==> config.mk <==
export PLATFORM = sky130hd
export DESIGN_NAME = hpt_group_search
export DESIGN_NICKNAME = d
export VERILOG_FILES = /design/src/rtl/hpt_pkg.sv /design/src/rtl/hpt_group_addr.sv /design/src/rtl/hpt_entry_match.sv /design/src/rtl/hpt_scan_ctrl.sv /design/src/rtl/hpt_group_search.sv
export SDC_FILE = /design/constraint.sdc
export NUM_CORES = 1
export LEC_CHECK = 0
export BUFFER_PORTS_ARGS = -buffer_cell sky130_fd_sc_hd__buf_2
export CAP_MARGIN = 0
export CORE_AREA = 2 2 191 193
export DETAILED_ROUTE_END_ITERATION = 8
export DIE_AREA = 0 0 193 195
export PLACE_DENSITY_LB_ADDON = 0.05
export SYNTH_ARGS = -nofsm -noshare
export SYNTH_HDL_FRONTEND = slang
export SYNTH_HIERARCHICAL = 1
export SYNTH_SLANG_ARGS = --single-unit
==> constraint.sdc <==
create_clock -name clk -period 15.2 [get_ports clk]
set_input_delay 3.04 -clock clk [delete_from_list [all_inputs] [get_ports clk]]
set_output_delay 3.04 -clock clk [all_outputs]
set_load 0.03 [all_outputs]
==> src/rtl/hpt_pkg.sv <==
package hpt_pkg;

   localparam int DW_W        = 64;
   localparam int ENTRY_BYTES = 16;
   localparam int PS_W        = 5;
   localparam int VALID_POS   = 0;
   localparam int PASS_POS    = 1;

   typedef enum logic [1:0] {
      SC_IDLE,
      SC_ISSUE,
      SC_WAIT,
      SC_DONE
   } scan_state_t;

   // Page-size acceptance rule of the second doubleword against the segment shift
   function automatic logic size_rule_ok(input logic [DW_W-1:0] dw1,
                                         input logic [PS_W-1:0] ps);
      logic ok;
      case (ps)
         5'd12:   ok = 1'b1;
         5'd16:   ok = (dw1[15:12] == 4'b0001);
         5'd24:   ok = (dw1[19:12] == 8'h00);
         default: ok = 1'b0;
      endcase
      return ok;
   endfunction

endpackage

==> src/rtl/hpt_group_addr.sv <==
module hpt_group_addr #(
   parameter int HASH_W    = 20,
   parameter int ADDR_W    = 40,
   parameter int GRP_SHIFT = 7
) (
   input  logic [HASH_W-1:0] hash,
   input  logic [HASH_W-1:0] mask,
   input  logic [ADDR_W-1:0] base,
   input  logic              second,
   output logic [ADDR_W-1:0] grp_off,
   output logic [ADDR_W-1:0] grp_addr
);
   logic [HASH_W-1:0] h_sel;

   always_comb begin
      h_sel    = second ? ~hash : hash;
      grp_off  = ADDR_W'(h_sel & mask) << GRP_SHIFT;
      grp_addr = base + grp_off;
   end
endmodule

==> src/rtl/hpt_entry_match.sv <==
module hpt_entry_match
   import hpt_pkg::*;
#(
   parameter int TAG_W = 57
) (
   input  logic [DW_W-1:0]  dw0,
   input  logic [DW_W-1:0]  dw1,
   input  logic [TAG_W-1:0] tag,
   input  logic             second,
   input  logic [PS_W-1:0]  pshift,
   output logic             accept
);
   logic valid_ok, pass_ok, tag_ok, size_ok;

   always_comb begin
      valid_ok = dw0[VALID_POS];
      pass_ok  = (dw0[PASS_POS] == second);
      tag_ok   = (dw0[DW_W-1 -: TAG_W] == tag);
      size_ok  = size_rule_ok(dw1, pshift);
      accept   = valid_ok & pass_ok & tag_ok & size_ok;
   end
endmodule

==> src/rtl/hpt_scan_ctrl.sv <==
module hpt_scan_ctrl
   import hpt_pkg::*;
#(
   parameter int ENTRIES = 8,
   localparam int IDX_W  = $clog2(ENTRIES)
) (
   input  logic             clk,
   input  logic             rst_n,
   input  logic             start,
   input  logic             rvalid,
   input  logic             accept,
   output logic             load,
   output logic             mem_req,
   output logic             busy,
   output logic             done,
   output logic             cap_hit,
   output logic             cap_miss,
   output logic             second,
   output logic [IDX_W-1:0] idx
);
   localparam logic [IDX_W-1:0] LAST_IDX = IDX_W'(ENTRIES - 1);

   scan_state_t state;
   logic        last_entry;

   always_comb begin
      last_entry = (idx == LAST_IDX);
      load       = (state == SC_IDLE) && start;
      mem_req    = (state == SC_ISSUE);
      busy       = (state != SC_IDLE);
      done       = (state == SC_DONE);
      cap_hit    = (state == SC_WAIT) && rvalid && accept;
      cap_miss   = (state == SC_WAIT) && rvalid && !accept && last_entry && second;
   end

   always_ff @(posedge clk or negedge rst_n) begin
      if (!rst_n) begin
         state  <= SC_IDLE;
         idx    <= '0;
         second <= 1'b0;
      end else begin
         case (state)
            SC_IDLE: if (start) begin
               state  <= SC_ISSUE;
               idx    <= '0;
               second <= 1'b0;
            end
            SC_ISSUE: state <= SC_WAIT;
            SC_WAIT: if (rvalid) begin
               if (accept) begin
                  state <= SC_DONE;
               end else if (!last_entry) begin
                  idx   <= idx + 1'b1;
                  state <= SC_ISSUE;
               end else if (!second) begin
                  second <= 1'b1;
                  idx    <= '0;
                  state  <= SC_ISSUE;
               end else begin
                  state <= SC_DONE;
               end
            end
            default: state <= SC_IDLE;
         endcase
      end
   end
endmodule

==> src/rtl/hpt_group_search.sv <==
module hpt_group_search
   import hpt_pkg::*;
#(
   parameter int HASH_W  = 20,
   parameter int ADDR_W  = 40,
   parameter int TAG_W   = 57,
   parameter int ENTRIES = 8
) (
   input  logic                clk,
   input  logic                rst_n,
   input  logic                start,
   input  logic [HASH_W-1:0]   hash,
   input  logic [TAG_W-1:0]    tag,
   input  logic [PS_W-1:0]     pshift,
   input  logic [ADDR_W-1:0]   tbl_base,
   input  logic [HASH_W-1:0]   tbl_mask,
   output logic                busy,
   output logic                done,
   output logic                hit,
   output logic [DW_W-1:0]     ent_dw0,
   output logic [DW_W-1:0]     ent_dw1,
   output logic [ADDR_W-1:0]   ent_offset,
   output logic                mem_req,
   output logic [ADDR_W-1:0]   mem_addr,
   input  logic                mem_rvalid,
   input  logic [2*DW_W-1:0]   mem_rdata
);
   localparam int IDX_W     = $clog2(ENTRIES);
   localparam int ENT_SHIFT = $clog2(ENTRY_BYTES);
   localparam int GRP_SHIFT = IDX_W + ENT_SHIFT;

   // Elaboration-time parameter checks
   if (ENTRIES < 2 || (1 << IDX_W) != ENTRIES) begin : g_bad_entries
      $error("ENTRIES must be a power of two of at least 2");
   end
   if (ADDR_W < HASH_W + GRP_SHIFT) begin : g_bad_addr
      $error("ADDR_W too narrow for the shifted hash");
   end
   if (TAG_W < 1 || TAG_W > DW_W - 2) begin : g_bad_tag
      $error("TAG_W must leave room for the valid and pass flags");
   end

   logic [HASH_W-1:0] hash_q, mask_q;
   logic [TAG_W-1:0]  tag_q;
   logic [PS_W-1:0]   pshift_q;
   logic [ADDR_W-1:0] base_q;
   logic [ADDR_W-1:0] grp_off, grp_addr, ent_rel;
   logic [IDX_W-1:0]  idx;
   logic              second, accept, load, cap_hit, cap_miss;

   hpt_group_addr #(.HASH_W(HASH_W), .ADDR_W(ADDR_W), .GRP_SHIFT(GRP_SHIFT)) u_addr (
      .hash(hash_q), .mask(mask_q), .base(base_q), .second(second),
      .grp_off(grp_off), .grp_addr(grp_addr)
   );

   hpt_entry_match #(.TAG_W(TAG_W)) u_match (
      .dw0(mem_rdata[DW_W-1:0]), .dw1(mem_rdata[2*DW_W-1:DW_W]),
      .tag(tag_q), .second(second), .pshift(pshift_q), .accept(accept)
   );

   hpt_scan_ctrl #(.ENTRIES(ENTRIES)) u_ctrl (
      .clk(clk), .rst_n(rst_n), .start(start), .rvalid(mem_rvalid), .accept(accept),
      .load(load), .mem_req(mem_req), .busy(busy), .done(done),
      .cap_hit(cap_hit), .cap_miss(cap_miss), .second(second), .idx(idx)
   );

   always_comb begin
      ent_rel  = ADDR_W'(idx) << ENT_SHIFT;
      mem_addr = grp_addr + ent_rel;
   end

   always_ff @(posedge clk or negedge rst_n) begin
      if (!rst_n) begin
         hash_q     <= '0;
         mask_q     <= '0;
         tag_q      <= '0;
         pshift_q   <= '0;
         base_q     <= '0;
         hit        <= 1'b0;
         ent_dw0    <= '0;
         ent_dw1    <= '0;
         ent_offset <= '1;
      end else begin
         if (load) begin
            hash_q   <= hash;
            mask_q   <= tbl_mask;
            tag_q    <= tag;
            pshift_q <= pshift;
            base_q   <= tbl_base;
         end
         if (cap_hit) begin
            hit        <= 1'b1;
            ent_dw0    <= mem_rdata[DW_W-1:0];
            ent_dw1    <= mem_rdata[2*DW_W-1:DW_W];
            ent_offset <= grp_off + ent_rel;
         end else if (cap_miss) begin
            hit        <= 1'b0;
            ent_dw0    <= '0;
            ent_dw1    <= '0;
            ent_offset <= '1;
         end
      end
   end
endmodule

==> impl_results.md <==
- Status: finished clean
- Setup bufs post-CTS: 0
- Layout area overhead: 26.0%
- Post_cts resized: 0
- Adder-cell share of the synthesized area: ~2.6%
- Initial antenna violation count: 30
- Worst slew pin tran: approximately 1.1 ns
- Vias: 12.0k
- Netlist Area Pre-Place: about 16,000 um2
- Peak Freq: approximately 120 MHz
- Fill cell count: 3,153
- CTS tree: done
- Compound-Gate Fraction of Synth Area: 12.6%
- Slew Limit Fails: 0
- Setup TNS: 0 ns
- Data required, critical path: 12.16 ns
- Clk buf depth: 3
- Cts bufs inserted: 37
- Power Density: 199 nW/um2
- Sequential Area: 7980 um2
- Type of origin of the critical path: flop
- Die Wd: between 150 and 200 um
- Final setup vio count: 0
- EDFF count, synth: 0
- Total power: slightly below 4 mW
- Hold_buf cts: 0
- Hold WS: just under 0.5 ns
- Fin util: between 50% and 60%
- Simple-Gate Fraction of Synth Area: approximately a tenth
- Yosys warnings: 6
- DRC viols: 0
- Slew margin rel.: 26.2%
- Final Routed Wirelength: ~48 mm
- Setup crit end kind: output port
- Async SR Flop Fraction: 100%
- Buf/Inv on CP: 2
- Skew-Pair Late Insertion Delay: 0.54 ns
- Via density: about 5.3
- Crit path kind: reg -> out
- Syn avg cell area: approximately 12 um2
- Post-DRT Antenna Nets: 0
- Yosys top cell by area: dfrtp_1
- Drt pass-1 iters: 7
- Reg clk slew, reported paths: 0.06 ns
- Number of cell rows: 69
- CP cell instances: buf_4 -> xor2_1 -> and2_1 -> ha_1 -> fa_1 -> a211oi_1 -> o211ai_1 -> a21boi_1 -> o21ai_1 -> a21oi_1 -> xnor2_1 -> nand4_1 -> nor4_1 -> and2_1 -> and3_1 -> xor2_1 -> buf_2
- Global route total overflow: 0
- Die H: between 150 and 200 um
- Netlist cell types: 68
- Root Driver: clkbuf_16
- Cells after DPL: ~2.2k
- Hpwl dp: between 30 and 40 mm
- RSZ-0062 raised after global routing: no
- Vias in the first global route: between 10k and 15k
- Hold crit path type: reg -> reg
- Seq/Total Area, Yosys: 51.5%
- CP arrival: around 5.2 ns
- Hold Vio Cnt, Final: 0
- Max FO, Critical Path: 20
- Gr usage total: between 20% and 30%
- Fin crit period: roughly 8.3 ns
- I/O Pins: just under 500
- Finished Layout Cells: ~2.3k
- Share of layout cells above drive strength 1: a little over two fifths
- Die ar.: ~38,000 um2
- Primary FF master, synth: dfrtp_1
- Leak pwr: ~9.6 nW
- Post-synthesis register bit count: 317
- VDD IR max: roughly 0.16 mV
- Multi-input logic area: 7100 um2
- Synth Area in XOR/XNOR: 9.71%
- First DRT Iteration DRCs: 493
- Initial Util: approximately 44%
- Most common cell after layout, fill and taps aside: buf_2
- Final WS setup: between 6 and 7 ns
- Slowest stage delay, CP: 0.49 ns
- Mux share of post-synthesis cell area: 10.4%
- Num Clock Sinks: approximately 320
- Largest family of logic cells by synthesized area: compound AO/OA/AOI/OAI gates
- Most frequent cells in the layout: buf_2, dfrtp_1, mux2_2
- Placed instance area: roughly 18,000 um2
- Wirelength per Cell: roughly 21 um
- Largest net degree at the start of global routing: 100
- Setup Slack @ Placement: about 7.6 ns
- Global-route wire length before repair: between 70 and 80 mm
- Fin nets: about 2.1k
- Top cells by area, synth: dfrtp_1, mux2_2, a22o_1
- Cells after Synth: ~1.3k
- Port Buf Inserts: just under 500
- Max-cap violations: 0
- Htree depth: 2
- Cell area after layout: between 15,000 and 20,000 um2
- Period utilisation layout: a little over half
- Critical path's top delay family: simple AND/OR/NAND/NOR gates
- Synth top area share: about 45%
- GPL Wtd Cong: 0.860
- Core area: between 30,000 and 40,000 um2
- Clk_skew: 0.0206 ns
- Slowest CP cell: nor4_1
## layout make-up
| cell class | count | share of cell area [%] |
|---|---|---|
| antenna | 23 | 0.294 |
| clock buffer | 56 | 5.83 |
| clock inverter | 12 | 0.755 |
| inverter | 13 | 0.250 |
| multi-input combinational | 899 | 36.3 |
| sequential | 317 | 40.8 |
| tap | 461 | 2.95 |
| timing repair buffer | 493 | 12.8 |
## worst reg2reg max path: cells and delay by family, from the launching register on
kind	cells	cell delay [ns]
AOI/OAI and AO/OA	2	0.87
and+or+nand+nor	6	1.98
DFF	1	0.39
xor gates and xnor gates	1	0.31
buffers and inverters	1	0.90
## synthesized netlist by cell type, drive strengths merged (14+ instances only)
cell type and instances:
ha 28, a22o 132, and2 30, nor4 14, a21oi 62, nand4 42, nand3 27, dfstp 40
mux2 142, clkbuf 51, o21ai 21, xor2 88, buf 42, dfrtp 277, and3 17, nor2 58
xnor2 84, nand2 43
## registers in the layout (all words and copies together) (netlist names)
signal and cells:
u_ctrl/state 2, ent_dw0 64, u_ctrl/idx 3, tag_q 57, pshift_q 5, ent_offset 40
mask_q 20, base_q 40, u_ctrl/second 1, ent_dw1 64, hit 1, hash_q 20
## per-layer routing
metal | vias to the layer above | global-route usage, % | routed length [um]
met2 | 359 | 42.8 | 23800
met4 | 12 | 11.8 | 1950
met3 | 97 | 8.02 | 3690
met5 | - | 0 | 73
li1 | 5617 | - | -
met1 | 5890 | 29.4 | 18300
## worst paths after layout
kind	from	to	slack [ns]	depth (start not counted)
max reg2reg	tag_q[3]	ent_dw1[43]	10.69	10
min reg2reg	ent_dw1[57]	ent_dw1[57]	0.49	1
min	ent_dw1[57]	ent_dw1[57]	0.49	1
max in group asynchronous	rst_n	tag_q[1]	9.37	4
max	u_ctrl/second	mem_addr[30]	6.94	17
min in group asynchronous	rst_n	mask_q[19]	2.51	1
## power by group
part	switching [mW]	leakage (nW)	internal, mW
registers	0.141	3.95	1.04
clock network	0.359	0.632	0.570
logic	1.08	4.97	0.693
total	1.58	9.56	2.31
## logic make-up (layout without fill, tap and decap cells)
| kind of cell | Yosys count | count (layout) |
|---|---|---|
| AOI/OAI and AO/OA | 259 | 259 |
| buffers and inverters | 106 | 574 |
| xor gates and xnor gates | 172 | 172 |
| adders and majority gates | 31 | 31 |
| muxes | 143 | 143 |
| other | 1 | 43 |
| and+or+nand+nor | 274 | 274 |
| DFF | 317 | 317 |
Power figures use the tool's default switching activity.
